$ cat config.mk
export PLATFORM = sky130hd
export DESIGN_NAME = mirror_blk_seq
export DESIGN_NICKNAME = d
export VERILOG_FILES = /design/src/rtl/mirror_blk_seq.sv
export SDC_FILE = /design/constraint.sdc
export NUM_CORES = 1
export LEC_CHECK = 0
export BUFFER_PORTS_ARGS = -buffer_cell sky130_fd_sc_hd__buf_2
export CORE_MARGIN = 4
export CORE_UTILIZATION = 57
export DETAILED_ROUTE_END_ITERATION = 16
export GPL_TIMING_DRIVEN = 0
export PLACE_DENSITY = 0.76
export SKIP_CTS_REPAIR_TIMING = 1
export SYNTH_ARGS = -nofsm -noshare
export SYNTH_HDL_FRONTEND = slang
export SYNTH_SLANG_ARGS = --single-unit
$ cat constraint.sdc
create_clock -name clk -period 2.39 [get_ports clk]
set_input_delay 0.1195 -clock clk [delete_from_list [all_inputs] [get_ports clk]]
set_output_delay 0.1195 -clock clk [all_outputs]
set_load 0.005 [all_outputs]
$ cat src/rtl/mirror_blk_seq.sv
module mirror_blk_seq #(
  parameter int BUSY_CYC  = 400,
  parameter int FLOAT_CYC = 30000,
  parameter int WD_CYC    = 1000000000
) (
  input  logic        clk,
  input  logic        rst_n,
  input  logic        row_valid,
  input  logic        row_start,
  input  logic [1:0]  blk_mode,
  input  logic [3:0]  blk_addr,
  input  logic        quad_sel,
  input  logic        four_row_en,
  input  logic        wdog_off,
  output logic [15:0] clear_mask,
  output logic [15:0] pulse_mask,
  output logic        float_req,
  output logic        busy,
  output logic        violation
);
  localparam int NBLK = 16;
  localparam int BMAX = (FLOAT_CYC > BUSY_CYC) ? FLOAT_CYC : BUSY_CYC;
  localparam int BW   = $clog2(BMAX + 1);
  localparam int WW   = $clog2(WD_CYC + 1);

  logic [BW-1:0]   bcnt;
  logic [1:0]      gap;
  logic [NBLK-1:0] wd_exp;

  wire is_noop = (blk_mode == 2'b00);
  wire is_clr  = (blk_mode == 2'b01);
  wire is_pls  = blk_mode[1];
  wire is_flt  = (blk_mode == 2'b11) && (blk_addr[3:2] == 2'b11);

  wire [NBLK-1:0] one_hot = 16'h0001 << blk_addr;
  wire [NBLK-1:0] grp     = quad_sel ? (16'h000F << {blk_addr[2:1], 2'b00})
                                     : (16'h0003 << {blk_addr[2:0], 1'b0});
  wire [NBLK-1:0] pmask   = (blk_mode == 2'b10) ? one_hot :
                            blk_addr[3]         ? {NBLK{1'b1}} : grp;

  assign busy = (bcnt != '0);
  wire in_gap  = (gap != 2'd0);
  wire clr_ign = is_clr && four_row_en;
  wire clr_ok  = row_start && is_clr && !four_row_en && !in_gap;
  wire pls_ok  = row_start && is_pls && !busy && !in_gap;
  wire early   = row_start && !is_noop && !clr_ign && (in_gap || (is_pls && busy));
  wire wd_fire = !wdog_off && (|wd_exp) && !busy && !in_gap && !pls_ok && !clr_ok;

  always_ff @(posedge clk or negedge rst_n) begin
    if (!rst_n) begin
      clear_mask <= '0;
      pulse_mask <= '0;
      float_req  <= 1'b0;
      bcnt       <= '0;
      gap        <= 2'd0;
      violation  <= 1'b0;
    end else begin
      clear_mask <= clr_ok ? one_hot : '0;
      pulse_mask <= (pls_ok && !is_flt) ? pmask : wd_fire ? {NBLK{1'b1}} : '0;
      float_req  <= pls_ok && is_flt;
      violation  <= violation | early;
      if (pls_ok)
        bcnt <= is_flt ? BW'(FLOAT_CYC) : BW'(BUSY_CYC);
      else if (wd_fire)
        bcnt <= BW'(BUSY_CYC);
      else if (row_valid && busy)
        bcnt <= bcnt - 1'b1;
      if (clr_ok)
        gap <= 2'd2;
      else if (row_start && is_noop && in_gap)
        gap <= gap - 1'b1;
    end
  end

  for (genvar i = 0; i < NBLK; i++) begin : g_wd
    logic [WW-1:0] tmr;
    always_ff @(posedge clk or negedge rst_n) begin
      if (!rst_n)                         tmr <= '0;
      else if (wdog_off || pulse_mask[i]) tmr <= '0;
      else if (tmr != WW'(WD_CYC))        tmr <= tmr + 1'b1;
    end
    assign wd_exp[i] = (tmr == WW'(WD_CYC));
  end

  a_r2_clear_onehot: assert property (@(posedge clk) disable iff (!rst_n)
    $onehot0(clear_mask));
  a_r6_pulse_sets_busy: assert property (@(posedge clk) disable iff (!rst_n)
    ((pulse_mask != '0) || float_req) |-> busy);
  a_r8_busy_holds: assert property (@(posedge clk) disable iff (!rst_n)
    (busy && !row_valid) |=> busy);
  a_r9_clear_alone: assert property (@(posedge clk) disable iff (!rst_n)
    (clear_mask != '0) |-> (pulse_mask == '0) && !float_req);
  a_r10_no_clear_4row: assert property (@(posedge clk) disable iff (!rst_n)
    (row_start && four_row_en) |=> (clear_mask == '0));
  a_r13_sticky: assert property (@(posedge clk) disable iff (!rst_n)
    violation |=> violation);
endmodule

==> results of run 1 <==
==> logic make-up after synthesis <==
family	share of synthesized area
simple gates	0.295
buf+inv	0.0229
compound gates	0.0386
flops	0.490
xor+xnor	0.132
mux	0.00669
fa+ha+maj	0.0157
==> synth_stat cells, drive strengths merged, types with 8 or more instances <==
cell    instances  area share
nor2          550       0.076
dfrtp         531        0.49
xor2          265       0.086
nand2         210       0.029
nand3         172       0.032
xnor2         143       0.046
nand4         142       0.033
inv            82       0.011
clkbuf         76       0.011
and3           74       0.017
a21oi          73       0.013
o21ai          73       0.015
nor3           64       0.012
nor4           63       0.016
or3            55       0.013
nor4b          41       0.013
and4           36       0.012
ha             34       0.016
nor4bb         26      0.0096
and2           25      0.0058
nor2b          20      0.0046
or2            19      0.0044
mux2i          17      0.0063
and4b          15      0.0055
nand2b         10      0.0023
nand3b          8      0.0022
==> sequential cells by signal (all words and copies together) (netlist names) <==
name and flops:
g_wd.tmr 480, bcnt 15, violation 1, float_req 1, pulse_mask 16, gap 2, clear_mask 16
==> worst reg2reg max path: cells and delay by family, from the launching register on <==
kind / cells / cell delay, ps
buf+inv: 2 / 370
simple gates: 4 / 1400
flops: 1 / 410
compound gates: 3 / 450
==> how the worst min path moves through the flow <==
stage,start,to,slack (ps),cells after the start
floorplan,rst_n,bcnt[0],-180,0
global placement,blk_mode[0],gap[0],430,2
detailed placement,rst_n,g_wd[4].tmr[15],230,1
CTS,rst_n,g_wd[4].tmr[15],-420,1
global route,blk_addr[2],clear_mask[6],20,4
finish,four_row_en,gap[0],-40,3
==> final cells by class <==
| class | instances | area share |
|---|---|---|
| tap | 607 | 0.0243 |
| clock inverter | 32 | 0.0144 |
| clock buffer | 74 | 0.0521 |
| multi-input combinational | 2195 | 0.442 |
| buffer | 75 | 0.00943 |
| timing repair buffer | 97 | 0.0232 |
| sequential | 531 | 0.424 |
| antenna | 3 | 0.000240 |
| inverter | 83 | 0.00995 |
==> where the power goes <==
group	total, mW	leakage (nW)	internal, mW	switching, mW
clock network	9.60	1.03	5.90	3.71
registers	9.40	7.35	9.17	0.227
logic	1.17	5.08	0.417	0.754
==> layer usage <==
metal	routed length [um]	global-route usage
met5	22	0
met4	1350	0.0613
met1	26500	0.318
met3	3780	0.0551
met2	29200	0.383
==> flow_summary.json, run 1 <==
{
  "status": "finished, violations left",
  "violations": "negative hold slack, negative setup slack",
  "h-tree-depth": 2,
  "rows": 79,
  "cts.clk_slew.worst_paths_ps": 60,
  "fp.dieW_um": 226,
  "ys_ff_latch": 531,
  "r2r_cells": 9,
  "fmax_mhz": 371,
  "critPathLaunchType": "register",
  "final_util": 0.668,
  "worstSetupPathType": "reg -> reg",
  "fin_nets": 3086,
  "die_h_um": 226,
  "path_buf_inv": 2,
  "p_leak_nw": 13.5,
  "end_kind": "register",
  "seqCellArea_sq_mm": 0.0133,
  "ioPinCount": 48,
  "cts_tree": "built",
  "ys_types": 64,
  "r2r_slack_ps": -310,
  "vias": 21600,
  "hp-class": "in -> reg",
  "drv_slew": 0,
  "hold_violations": 1,
  "multi_input_area_sq_mm": 0.0138,
  "endpoint": "pulse_mask[12]",
  "synth_seq_area_share": 0.490,
  "netlist_instances": 2889,
  "grtUsageTotal": 0.234,
  "dr.pass1.iters": 6,
  "final_common_cell": "nor2_1",
  "rsz0062_at_grt": "true",
  "avgViaCountPerCell": 5.84,
  "final_layout_size_suffix_gt1_frac": 0.0998,
  "fin_crit_ps": 2700,
  "setup_violations": 22,
  "final_cell_mix": "nor2_1, dfrtp_1, xor2_1",
  "crit_fanout": 10,
  "worstReg2RegStart": "g_wd[2].tmr[16]",
  "syn_area_per_cell_sq_um": 9.39,
  "crit_chain": "or4b_1 > or4_4 > nor4_4 > buf_4 > a2111oi_4 > a41oi_2 > nand3_4 > buf_8 > o21ai_2",
  "slowest_stage": "or4b_1",
  "vdd_ir_drop_max_mv": 0.526,
  "synth-async-reset-ratio": 1.00,
  "critPathMaxStageDelay_ps": 540,
  "synth_ff_type": "dfrtp_1",
  "drv_cap": 0,
  "grt_max_degree": 122,
  "place_ws_ps": -852,
  "numPlacedInstances": 3544,
  "finalWorstSetupSlack_ps": -307,
  "gp_congestion": 0.882,
  "fin_area_sq_mm": 0.0313,
  "holdWs_ps": -42.1,
  "clk_latency_ps": 630,
  "wl_per_cell_um": 16.5,
  "root_buffer": "clkbuf_16",
  "synth_edf_count": 0,
  "drt-total-wl_mm": 60.9,
  "finalCritPeriodShare": 1.13,
  "drtIter0Drc": 1723,
  "drcViolationCount": 0,
  "critical_path_depth": 9,
  "ant_nets": 0,
  "fillers": 3582,
  "start_util": 0.579,
  "r2r_end": "pulse_mask[12]",
  "cp.arrival_ps": 3230,
  "core_area_sq_mm": 0.0469,
  "critPathTopFamily": "simple AND/OR/NAND/NOR gates",
  "powerDensity_mw_per_mm2": 644,
  "tns_ps": -5080,
  "io_buffers": 44,
  "grt_pass1_wl_mm": 101,
  "required_ps": 2920,
  "hpwl_mm": 41.2,
  "final_cells": 3697,
  "worst_pin_slew_ps": 1130,
  "die-area_sq_mm": 0.0512,
  "clock_path_buffers": 3,
  "p_total_mw": 20.2,
  "netlist_area_sq_mm": 0.0271,
  "yosysWarningCount": 0,
  "slew_headroom": 0.247,
  "synth_fp_nets": 2936,
  "cts.sinks": 531,
  "clock_skew_ps": 35.2,
  "area_delta_synth_final_pct": 15.4,
  "cts_inserted_buffers": 56,
  "postPlaceCellArea_sq_mm": 0.0283,
  "antenna_found_initial": 6,
  "first_global_vias": 21000,
  "setup.worst_path.start": "g_wd[2].tmr[16]",
  "grt.overflow.total": 0
}
(Power assumes the default switching activity.)
==> run 2: changes to the inputs <==
ABC_AREA = 1   (was unset)
CORE_UTILIZATION = 58   (was 57)
PLACE_DENSITY = 0.77   (was 0.76)
==> run 2 against run 1 <==
Effect of this change:
- the run ends with negative hold slack left
- synthesized cell count is 46% higher
- maximum frequency is 21% higher
- first-iteration DRC count is 32% higher
- largest power group is now registers
==> flow_summary.json, run 2 <==
{
  "synth_area_leader_cell": "dfrtp_1",
  "netlist_instances": 4220,
  "antenna_found_initial": 7,
  "p_total_mw": 20.2,
  "p_leak_nw": 14.9,
  "drv_slew": 0,
  "ioPinCount": 48,
  "slowest_stage": "dfrtp_1",
  "synth_fp_nets": 4267,
  "drv_cap": 0,
  "fp.dieW_um": 238,
  "r2r_cells": 13,
  "vdd_ir_drop_max_mv": 0.567,
  "synth.area.top_cells": "dfrtp_1, nand2_1, nor2_1, inv_1, a21oi_1",
  "grt_pass1_wl_mm": 123,
  "gp_congestion": 0.937,
  "die-area_sq_mm": 0.0565,
  "finalCritPeriodShare": 0.934,
  "largest_reg_flops": 480,
  "ys_ff_latch": 531,
  "fin_crit_ps": 2230,
  "r2r_end": "pulse_mask[3]",
  "crit_fanout": 10,
  "critical_path_depth": 13,
  "start_util": 0.591,
  "synth_top_area_frac": 0.434,
  "grtUsageTotal": 0.256,
  "clock_path_buffers": 3,
  "syn_area_per_cell_sq_um": 7.25,
  "r2r_slack_ps": 160,
  "worstReg2RegStart": "g_wd[3].tmr[0]",
  "setup_violations": 0,
  "hpwl_mm": 53.5,
  "synth_seq_area_share": 0.434,
  "drt-total-wl_mm": 73.3,
  "fin_nets": 4389,
  "required_ps": 2870,
  "final_cell_mix": "nand2_1, nor2_1, inv_1",
  "io_buffers": 45,
  "die_h_um": 238,
  "synthTopCellsByCount": "nand2_1, nor2_1, inv_1",
  "core_area_sq_mm": 0.0517,
  "critPathTopFamily": "simple AND/OR/NAND/NOR gates",
  "synth_edf_count": 0,
  "violations": "negative hold slack",
  "powerDensity_mw_per_mm2": 595,
  "setup.worst_path.start": "g_wd[3].tmr[0]",
  "drcViolationCount": 0,
  "netlist_area_sq_mm": 0.0306,
  "fillers": 4552,
  "cts_inserted_buffers": 59,
  "clk_latency_ps": 620,
  "worst_pin_slew_ps": 635,
  "critPathMaxStageDelay_ps": 390,
  "vias": 27900,
  "yosysWarningCount": 0,
  "cts.clk_slew.worst_paths_ps": 60,
  "rsz0062_at_grt": "false",
  "end_kind": "register",
  "ys_types": 67,
  "hold_violations": 1,
  "fmax_mhz": 448,
  "area_delta_synth_final_pct": 10.8,
  "cts.sinks": 531,
  "ant_nets": 0,
  "dr.pass1.iters": 6,
  "synth_ff_type": "dfrtp_1",
  "drtIter0Drc": 2266,
  "grt_max_degree": 105,
  "tns_ps": 0,
  "rows": 83,
  "synth_most_common_cell": "nand2_1",
  "worstSetupPathType": "reg -> reg",
  "root_buffer": "clkbuf_16",
  "largestRegisters": "g_wd.tmr: 480 flops, clear_mask: 16 flops, pulse_mask: 16 flops",
  "regMostFlops": "g_wd.tmr",
  "holdWs_ps": -5.42,
  "grt.overflow.total": 0,
  "avgViaCountPerCell": 5.51,
  "slew_headroom": 0.577,
  "final_common_cell": "nand2_1",
  "status": "finished, violations left",
  "hp-class": "in -> reg",
  "final_layout_size_suffix_gt1_frac": 0.0761,
  "endpoint": "pulse_mask[3]",
  "h-tree-depth": 2,
  "synth-async-reset-ratio": 1.00,
  "cp.arrival_ps": 2710,
  "wl_per_cell_um": 14.5,
  "cts_tree": "built",
  "path_buf_inv": 2,
  "crit_chain": "inv_1 > ha_1 > nand4_1 > nor2_1 > nand2_1 > nor2_1 > nor2_1 > nand2_1 > nor2_1 > nand2_1 > nand2_2 > buf_2 > nand2_1",
  "clock_skew_ps": 12.4,
  "first_global_vias": 25900,
  "critPathLaunchType": "register"
}
==> run 2: cell types whose count changed in the layout (fill, tap and decap cells not counted), moves of 190 or more <==
cell     change
nor2_1     +197
inv_1      +497
xor2_1     -238
o21ai_0    +190
nand2_1    +623
a21oi_1    +239
==> run 2: cell type report <==
class	instances	area, sq um	area share
multi-input cells	3038	14900	0.438
clock buffers	87	1760	0.0520
clock inverters	20	195	0.00576
inverters	603	2260	0.0668
repair buffers	61	483	0.0142
well taps	680	851	0.0251
plain buffers	48	208	0.00613
diodes	1	2.50	0.0000738
flip-flops and latches	531	13300	0.392
==> run 2: worst reg2reg max path, cell delays in order, from the launching register on <==
cell and delay, ps:
dfrtp_1 390, inv_1 80, ha_1 240, nand4_1 100, nor2_1 50, nand2_1 60, nor2_1 50, nor2_1 290
nand2_1 90, nor2_1 110, nand2_1 70, nand2_2 170, buf_2 280, nand2_1 120
==> run 2: how the worst min path moves through the flow <==
stage,startpoint,endpoint,slack [ps],depth (start not counted)
after floorplan,rst_n,bcnt[0],-180,0
after global placement,row_start,violation,440,3
after detailed placement,rst_n,g_wd[3].tmr[23],160,1
after CTS,rst_n,g_wd[3].tmr[23],-520,1
after global routing,blk_addr[2],float_req,20,3
final,blk_mode[1],gap[0],-5,5
==> run 2: through the flow <==
step / area [sq um] / setup WS, ps / hold WS [ps] / instances / utilization
floorplan: 30600 / 608 / -176 / 4220 / -
finish: 33900 / 158 / -5.42 / 5069 / 0.656
CTS: 33800 / 33.6 / -515 / 5057 / 0.653
global route: 33900 / 8.24 / 20.4 / 5069 / 0.656
detailed placement: 31800 / 73.5 / 158 / 4950 / 0.615
global placement: 31700 / -9780 / 437 / 4945 / 0.612
==> run 2: cell families after synthesis <==
kind of cell               share of synthesized area
and+or+nand+nor                                0.338
DFF                                            0.434
adders and majority gates                     0.0139
xor gates and xnor gates                      0.0112
buffers and inverters                         0.0808
AOI/OAI and AO/OA                              0.122
==> run 2: routing by layer <==
metal | GRT usage | up-vias | share of wire
met3 | 0.0486 | 120 | 0.063
met1 | 0.365 | 13000 | 0.46
met5 | 0 | - | 0.00076
met2 | 0.405 | 703 | 0.45
li1 | - | 14100 | -
met4 | 0.0699 | 10 | 0.026
==> run 2: where the power goes <==
| group | internal, mW | total, mW | switching [mW] |
|---|---|---|---|
| sequential | 9.24 | 9.45 | 0.214 |
| combinational | 0.528 | 1.58 | 1.05 |
| clock | 5.41 | 9.15 | 3.74 |
